### src/rtl/acc_stack_pkg.sv
package acc_stack_pkg;

  typedef enum logic [2:0] {
    OP_IDLE,
    OP_PUSH,
    OP_POP,
    OP_LOAD,
    OP_CLASH
  } stk_op_e;

  function automatic stk_op_e decode_op(input logic pu, input logic po, input logic ld);
    if (ld)            return OP_LOAD;
    else if (pu && po) return OP_CLASH;
    else if (pu)       return OP_PUSH;
    else if (po)       return OP_POP;
    else               return OP_IDLE;
  endfunction

endpackage

### src/rtl/acc_stack_ram.sv
module acc_stack_ram #(
  parameter int DW = 4,
  parameter int AW = 8
) (
  input  logic          clk,
  input  logic          we,
  input  logic [AW-1:0] waddr,
  input  logic [DW-1:0] wdata,
  input  logic          re,
  input  logic [AW-1:0] raddr,
  output logic [DW-1:0] rdata
);
  localparam int DEPTH = 1 << AW;

  logic [DW-1:0] mem_q [DEPTH];

  always_ff @(posedge clk) begin
    if (we) mem_q[waddr] <= wdata;
  end

  always_ff @(posedge clk) begin
    if (re) rdata <= mem_q[raddr];
  end

endmodule

### src/rtl/acc_stack_ptr.sv
module acc_stack_ptr
  import acc_stack_pkg::*;
#(
  parameter int AW = 8
) (
  input  logic          clk,
  input  logic          rst,
  input  stk_op_e       op,
  input  logic [AW-1:0] load_val,
  output logic [AW-1:0] sp_q,
  output logic [AW-1:0] sp_inc,
  output logic [AW-1:0] sp_dec
);
  localparam logic [AW-1:0] ONE = {{(AW-1){1'b0}}, 1'b1};

  assign sp_inc = sp_q + ONE;
  assign sp_dec = sp_q - ONE;

  always_ff @(posedge clk) begin
    if (rst) begin
      sp_q <= '0;
    end else begin
      unique case (op)
        OP_LOAD: sp_q <= load_val;
        OP_PUSH: sp_q <= sp_inc;
        OP_POP:  sp_q <= sp_dec;
        default: sp_q <= sp_q;
      endcase
    end
  end

  // a load takes the supplied value
  p_load_sp_r6: assert property (@(posedge clk) disable iff (rst)
    (op == OP_LOAD) |=> (sp_q == $past(load_val)));

endmodule

### src/rtl/acc_stack.sv
module acc_stack
  import acc_stack_pkg::*;
#(
  parameter int DW = 4,
  parameter int AW = 8
) (
  input  logic          clk,
  input  logic          rst,
  input  logic          push_i,
  input  logic          pop_i,
  input  logic [DW-1:0] push_data_i,
  input  logic          sp_load_i,
  input  logic [AW-1:0] sp_value_i,
  output logic [DW-1:0] tos_o,
  output logic [DW-1:0] nos_o,
  output logic [AW-1:0] sp_o,
  output logic          err_o
);
  stk_op_e       op;
  logic [AW-1:0] sp_q, sp_inc, sp_dec;
  logic [DW-1:0] tos_q, nos_hold_q, ram_rdata;
  logic          nos_from_ram_q, err_q;
  logic          ram_we, ram_re;
  logic [AW-1:0] ram_raddr;

  assign op = decode_op(push_i, pop_i, sp_load_i);

  acc_stack_ptr #(.AW(AW)) ptr_i (
    .clk      (clk),
    .rst      (rst),
    .op       (op),
    .load_val (sp_value_i),
    .sp_q     (sp_q),
    .sp_inc   (sp_inc),
    .sp_dec   (sp_dec)
  );

  assign ram_we    = (op == OP_PUSH);
  assign ram_re    = (op == OP_POP) || (op == OP_LOAD);
  assign ram_raddr = (op == OP_LOAD) ? sp_value_i : sp_dec;

  acc_stack_ram #(.DW(DW), .AW(AW)) ram_i (
    .clk   (clk),
    .we    (ram_we),
    .waddr (sp_inc),
    .wdata (tos_q),
    .re    (ram_re),
    .raddr (ram_raddr),
    .rdata (ram_rdata)
  );

  // second element: pushed value held locally, or memory read register
  assign nos_o = nos_from_ram_q ? ram_rdata : nos_hold_q;

  always_ff @(posedge clk) begin
    if (rst) begin
      tos_q          <= '0;
      nos_hold_q     <= '0;
      nos_from_ram_q <= 1'b0;
      err_q          <= 1'b0;
    end else begin
      err_q <= (op == OP_CLASH);
      unique case (op)
        OP_PUSH: begin
          tos_q          <= push_data_i;
          nos_hold_q     <= tos_q;
          nos_from_ram_q <= 1'b0;
        end
        OP_POP: begin
          tos_q          <= nos_o;
          nos_from_ram_q <= 1'b1;
        end
        OP_LOAD: nos_from_ram_q <= 1'b1;
        default: ;
      endcase
    end
  end

  assign tos_o = tos_q;
  assign sp_o  = sp_q;
  assign err_o = err_q;


  p_push_sp_r2: assert property (@(posedge clk) disable iff (rst)
    (push_i && !pop_i && !sp_load_i) |=> (sp_o == $past(sp_o) + 8'(1)));

  p_push_tos_r3: assert property (@(posedge clk) disable iff (rst)
    (push_i && !pop_i && !sp_load_i) |=> (tos_o == $past(push_data_i) && nos_o == $past(tos_o)));

  p_pop_r4: assert property (@(posedge clk) disable iff (rst)
    (pop_i && !push_i && !sp_load_i) |=> (tos_o == $past(nos_o) && sp_o == $past(sp_o) - 8'(1)));

  p_load_tos_r6: assert property (@(posedge clk) disable iff (rst)
    sp_load_i |=> ($stable(tos_o) && !err_o));

  p_clash_r7: assert property (@(posedge clk) disable iff (rst)
    (push_i && pop_i && !sp_load_i) |=> (err_o && $stable(tos_o) && $stable(sp_o) && $stable(nos_o)));

  p_idle_r8: assert property (@(posedge clk) disable iff (rst)
    (!push_i && !pop_i && !sp_load_i) |=> (!err_o && $stable(tos_o) && $stable(sp_o) && $stable(nos_o)));

endmodule

### config.mk
export PLATFORM = sky130hd
export DESIGN_NAME = acc_stack
export DESIGN_NICKNAME = d
export VERILOG_FILES = /design/src/rtl/acc_stack_pkg.sv /design/src/rtl/acc_stack_ram.sv /design/src/rtl/acc_stack_ptr.sv /design/src/rtl/acc_stack.sv
export SDC_FILE = /design/constraint.sdc
export NUM_CORES = 1
export LEC_CHECK = 0
export BUFFER_PORTS_ARGS = -buffer_cell sky130_fd_sc_hd__buf_2
export CAP_MARGIN = 10
export CELL_PAD_IN_SITES_DETAIL_PLACEMENT = 1
export CELL_PAD_IN_SITES_GLOBAL_PLACEMENT = 2
export CORE_ASPECT_RATIO = 1.1
export CORE_MARGIN = 1
export CORE_UTILIZATION = 47
export DETAILED_ROUTE_END_ITERATION = 7
export PLACE_DENSITY_LB_ADDON = 0.05
export SETUP_SLACK_MARGIN = 0.5
export SYNTH_ARGS = -nofsm -noshare
export SYNTH_HDL_FRONTEND = slang
export SYNTH_SLANG_ARGS = --single-unit
### constraint.sdc
create_clock -name clk -period 8.42 [get_ports clk]
set_input_delay 0.421 -clock clk [delete_from_list [all_inputs] [get_ports clk]]
set_output_delay 0.421 -clock clk [all_outputs]
set_load 0.02 [all_outputs]
==> qor.txt <==
simple-gate share of the synthesized area -> 7.89%
overall via count from detail_route -> 23300
synthesized cell area -> 42400 sq um
met3 usage -> 3.53%
layout net count -> 2563
FF-to-FF End -> ram_i.rdata[2]
Clock power frac -> 41.1%
CP max FO -> 102
Crit path top cell by count -> nor4_1
Hold Violations, Final -> 0
Synth Warn # -> 0
Slowest cell on crit path -> dfxtp_1
max-cap violation count -> 0
final worst-path cycle share -> 60.2%
share of cells above drive strength 1 -> 17.8%
Pre-Repair DR Iteration Count -> 7
initial antenna violation count -> 3
largest net degree at the start of global routing -> 188
Overflow after GRT -> 0
worst hold path class -> in2reg
vias in the first global route -> 24600
outcome -> complete, but fails checks
synth unique cells -> 72
Routed WL -> 123 mm
Clock Skews -> 0.0226 ns
r2r startpoint -> ptr_i.sp_q[0]
largest family of logic cells by synthesized area -> multiplexers
Startpoint Class -> register
Final ANT Viol Nets -> 0
DP HPWL -> 73.4 mm
worst hold path depth -> 3
worst vdd ir -> 0.000181 V
CP max stage delay -> 0.71 ns
worst r2r path cells -> 11
DIE WIDTH -> 288 um
Mean Syn Cell Area -> 17.0 sq um
clk slew on worst S/H paths -> 0.06 ns
H-tree depth -> 3
Starting DRT DRC Count -> 2180
# diodes -> 0
Net Sw Frac -> 23.7%
final setup fails -> 0
buffers added on ports -> 33
worst hold slack -> 0.0331 ns
Hold Crit Start -> sp_value_i[7]
grt met2 use -> 46.1%
internal power -> 0.00892 W
Critical Path AT -> 5.50 ns
syn nets -> 2520
root buffer cell -> clkbuf_16
PwrDens -> 247 nW/um^2
busiest grt layer -> met2
clock buffer depth -> 3
area delta synth->final -> 11.5%
RSZ-0062 raised after global routing -> false
failing checks -> design-rule violations
post-CTS setup buffer count -> 0
EDFF count, synth -> 1028
Synth Register Bits -> 1046
CP Class -> reg2reg
async set or reset register ratio after synthesis -> 0%
met1 usage in global routing -> 36.8%
first-pass GRT wire length -> 177 mm
area of the die -> 91400 sq um
flop-to-flop setup slack -> 3.35 ns
placer's final routability congestion estimate -> 0.821
Cell Rows -> 115
CP cell instances -> inv_1 -> ha_1 -> or2_2 -> nand2_8 -> buf_12 -> mux2i_1 -> a32oi_1 -> and3_1 -> nor4_1 -> nor4_1 -> and4_1
multiplexer share of the synthesized area -> 11.8%
post-synthesis sequential area ratio -> 73.7%
Worst-Margin Slew -> 1.30 ns
Top FF cell, synth -> edfxtp_1
NetSw -> 0.00278 W
DRC Markers -> 1
Syn Inst Count -> 2497
adder-cell share of the synthesized area -> 0.177%
Slew Viols, Final -> 0
most frequent cells in the layout -> 1028 x edfxtp_1, 310 x nor2_1, 295 x nand2_1, 184 x mux4_2, 109 x clkbuf_16
minimum clock period -> 5.07 ns
fillers -> 8107
commonest non-fill, non-tap cell in the layout -> edfxtp_1
Initial Util -> 47.5%
TritonCTS Sinks -> 1046
Num CTS Buffers -> 107
relative slew slack -> 11.0%
die span in y -> 317 um
average via count per standard cell -> 6.16
DR WL/cell -> 32.3 um
core area -> 89400 sq um
GRT Overall Usage -> 27.3%
CP Capture Type -> register
part of the power in registers -> 49.6%
Critical Path RT -> 8.85 ns
Worst Hold End -> ptr_i.sp_q[7]
f_max -> 197 MHz
setup TNS -> 0 ns
post-synthesis compound-gate area fraction -> 3.99%
XOR/XNOR Fraction of Synth Area -> 0.227%
Leak -> 15.8 nW
CTS tree -> built
I/O Pins -> 34
clock latency on the worst-skew pair -> 0.68 ns
combinational share of power -> 9.3%
==> cells by family after synthesis <==
group | after synthesis
flops | 1046
fa+ha+maj | 6
buf+inv | 164
simple gates | 787
mux | 260
xor+xnor | 11
compound gates | 223
==> timing repair <==
item                      CTS  global route
hold buffers                4             0
hold endpoints to repair    3             0
resized for setup           0             0
==> state kept, by name (all words and copies together) (netlist names) <==
| signal | flops |
|---|---|
| nos_hold_q | 4 |
| err_o | 1 |
| ram_i.rdata | 4 |
| ram_i.mem_q | 1024 |
| ptr_i.sp_q | 8 |
| tos_o | 4 |
| nos_from_ram_q | 1 |
==> per-stage QoR <==
| step | instances | cell area [sq um] | worst slack [ns] | total power, W | utilization (%) |
|---|---|---|---|---|---|
| 2_1_floorplan | 2497 | 42400 | 3.99 | 0.00659 | - |
| 3_3_place_gp | 3596 | 43700 | 2.50 | 0.00699 | 48.9 |
| 3_5_place_dp | 3597 | 43700 | 3.36 | 0.00700 | 48.9 |
| 4_1_cts | 3791 | 47300 | 3.35 | 0.0118 | 52.9 |
| 5_1_grt | 3791 | 47300 | 3.07 | 0.0120 | 52.9 |
| 6_report | 3791 | 47300 | 3.35 | 0.0117 | 52.9 |
==> final cells by class <==
type	instances	area, sq um	area share, %
Multi-Input combinational cell	1287	10300	21.8
Tap cell	1170	1460	3.10
Sequential cell	1046	31200	66.1
Clock inverter	66	739	1.56
Inverter	7	26.3	0.0556
Clock buffer	124	2780	5.89
Timing Repair Buffer	91	721	1.52
==> layer usage <==
metal | vias to the layer above | wire [um]
met2 | 753 | 61500
li1 | 9904 | -
met5 | - | 0
met1 | 12500 | 50300
met4 | 0 | 3800
met3 | 181 | 6880
==> power by group through the flow <==
| stage | Clock (W) | Combinational [W] | Sequential, W |
|---|---|---|---|
| after floorplan | 0 | 0.000649 | 0.00594 |
| after global routing | 0.00506 | 0.00115 | 0.00580 |
| final | 0.00481 | 0.00108 | 0.00580 |
| after global placement | 0 | 0.00108 | 0.00591 |
| after detailed placement | 0 | 0.00109 | 0.00591 |
| after CTS | 0.00489 | 0.00110 | 0.00580 |
==> critical path, delay by kind of cell (launching register included) <==
family                     cells  cell delay [ns]
buffers and inverters          2             0.86
AOI/OAI and AO/OA              1             0.09
adders and majority gates      1             0.40
DFF                            1             0.71
muxes                          1             0.25
and+or+nand+nor                6             2.38
==> worst max-delay path by stage <==
stage             startpoint                end  slack [ns]
6_report       ptr_i.sp_q[0]     ram_i.rdata[2]        3.35
5_1_grt        ptr_i.sp_q[0]     ram_i.rdata[2]        3.07
4_1_cts        ptr_i.sp_q[0]     ram_i.rdata[2]        3.35
3_5_place_dp   ptr_i.sp_q[0]     ram_i.rdata[2]        3.36
3_3_place_gp       sp_load_i     ram_i.rdata[2]        2.50
2_1_floorplan       tos_o[0]  ram_i.mem_q[0][0]        3.99
==> synth_stat cells (4+ instances only) <==
library cell | number | area (sq um)
a2111oi_0 | 17 | 149
a211oi_1 | 21 | 158
a21boi_0 | 5 | 37.5
a21oi_1 | 25 | 125
a22oi_1 | 6 | 45.0
a31oi_1 | 9 | 56.3
a32o_1 | 27 | 270
a32oi_1 | 35 | 307
and2_1 | 4 | 25.0
and3_1 | 38 | 238
and4_1 | 4 | 35.0
buf_1 | 4 | 15.0
buf_2 | 37 | 185
buf_4 | 31 | 233
buf_6 | 15 | 169
buf_8 | 5 | 75.1
clkbuf_1 | 64 | 240
dfxtp_1 | 18 | 360
edfxtp_1 | 1028 | 30900
ha_1 | 6 | 75.1
inv_1 | 6 | 22.5
mux2_2 | 8 | 90.1
mux2i_1 | 61 | 611
mux4_1 | 6 | 158
mux4_2 | 184 | 4140
nand2_1 | 299 | 1120
nand2b_1 | 8 | 50.1
nand3_1 | 47 | 235
nand4_1 | 16 | 100
nor2_1 | 314 | 1180
nor2b_1 | 7 | 43.8
nor3_1 | 18 | 90.1
nor3b_1 | 4 | 30.0
nor4_1 | 12 | 75.1
o21ai_0 | 33 | 165
o21ai_1 | 4 | 20.0
o22ai_1 | 7 | 43.8
xnor2_1 | 8 | 70.1
No activity file was read; power rests on OpenSTA's default activity.
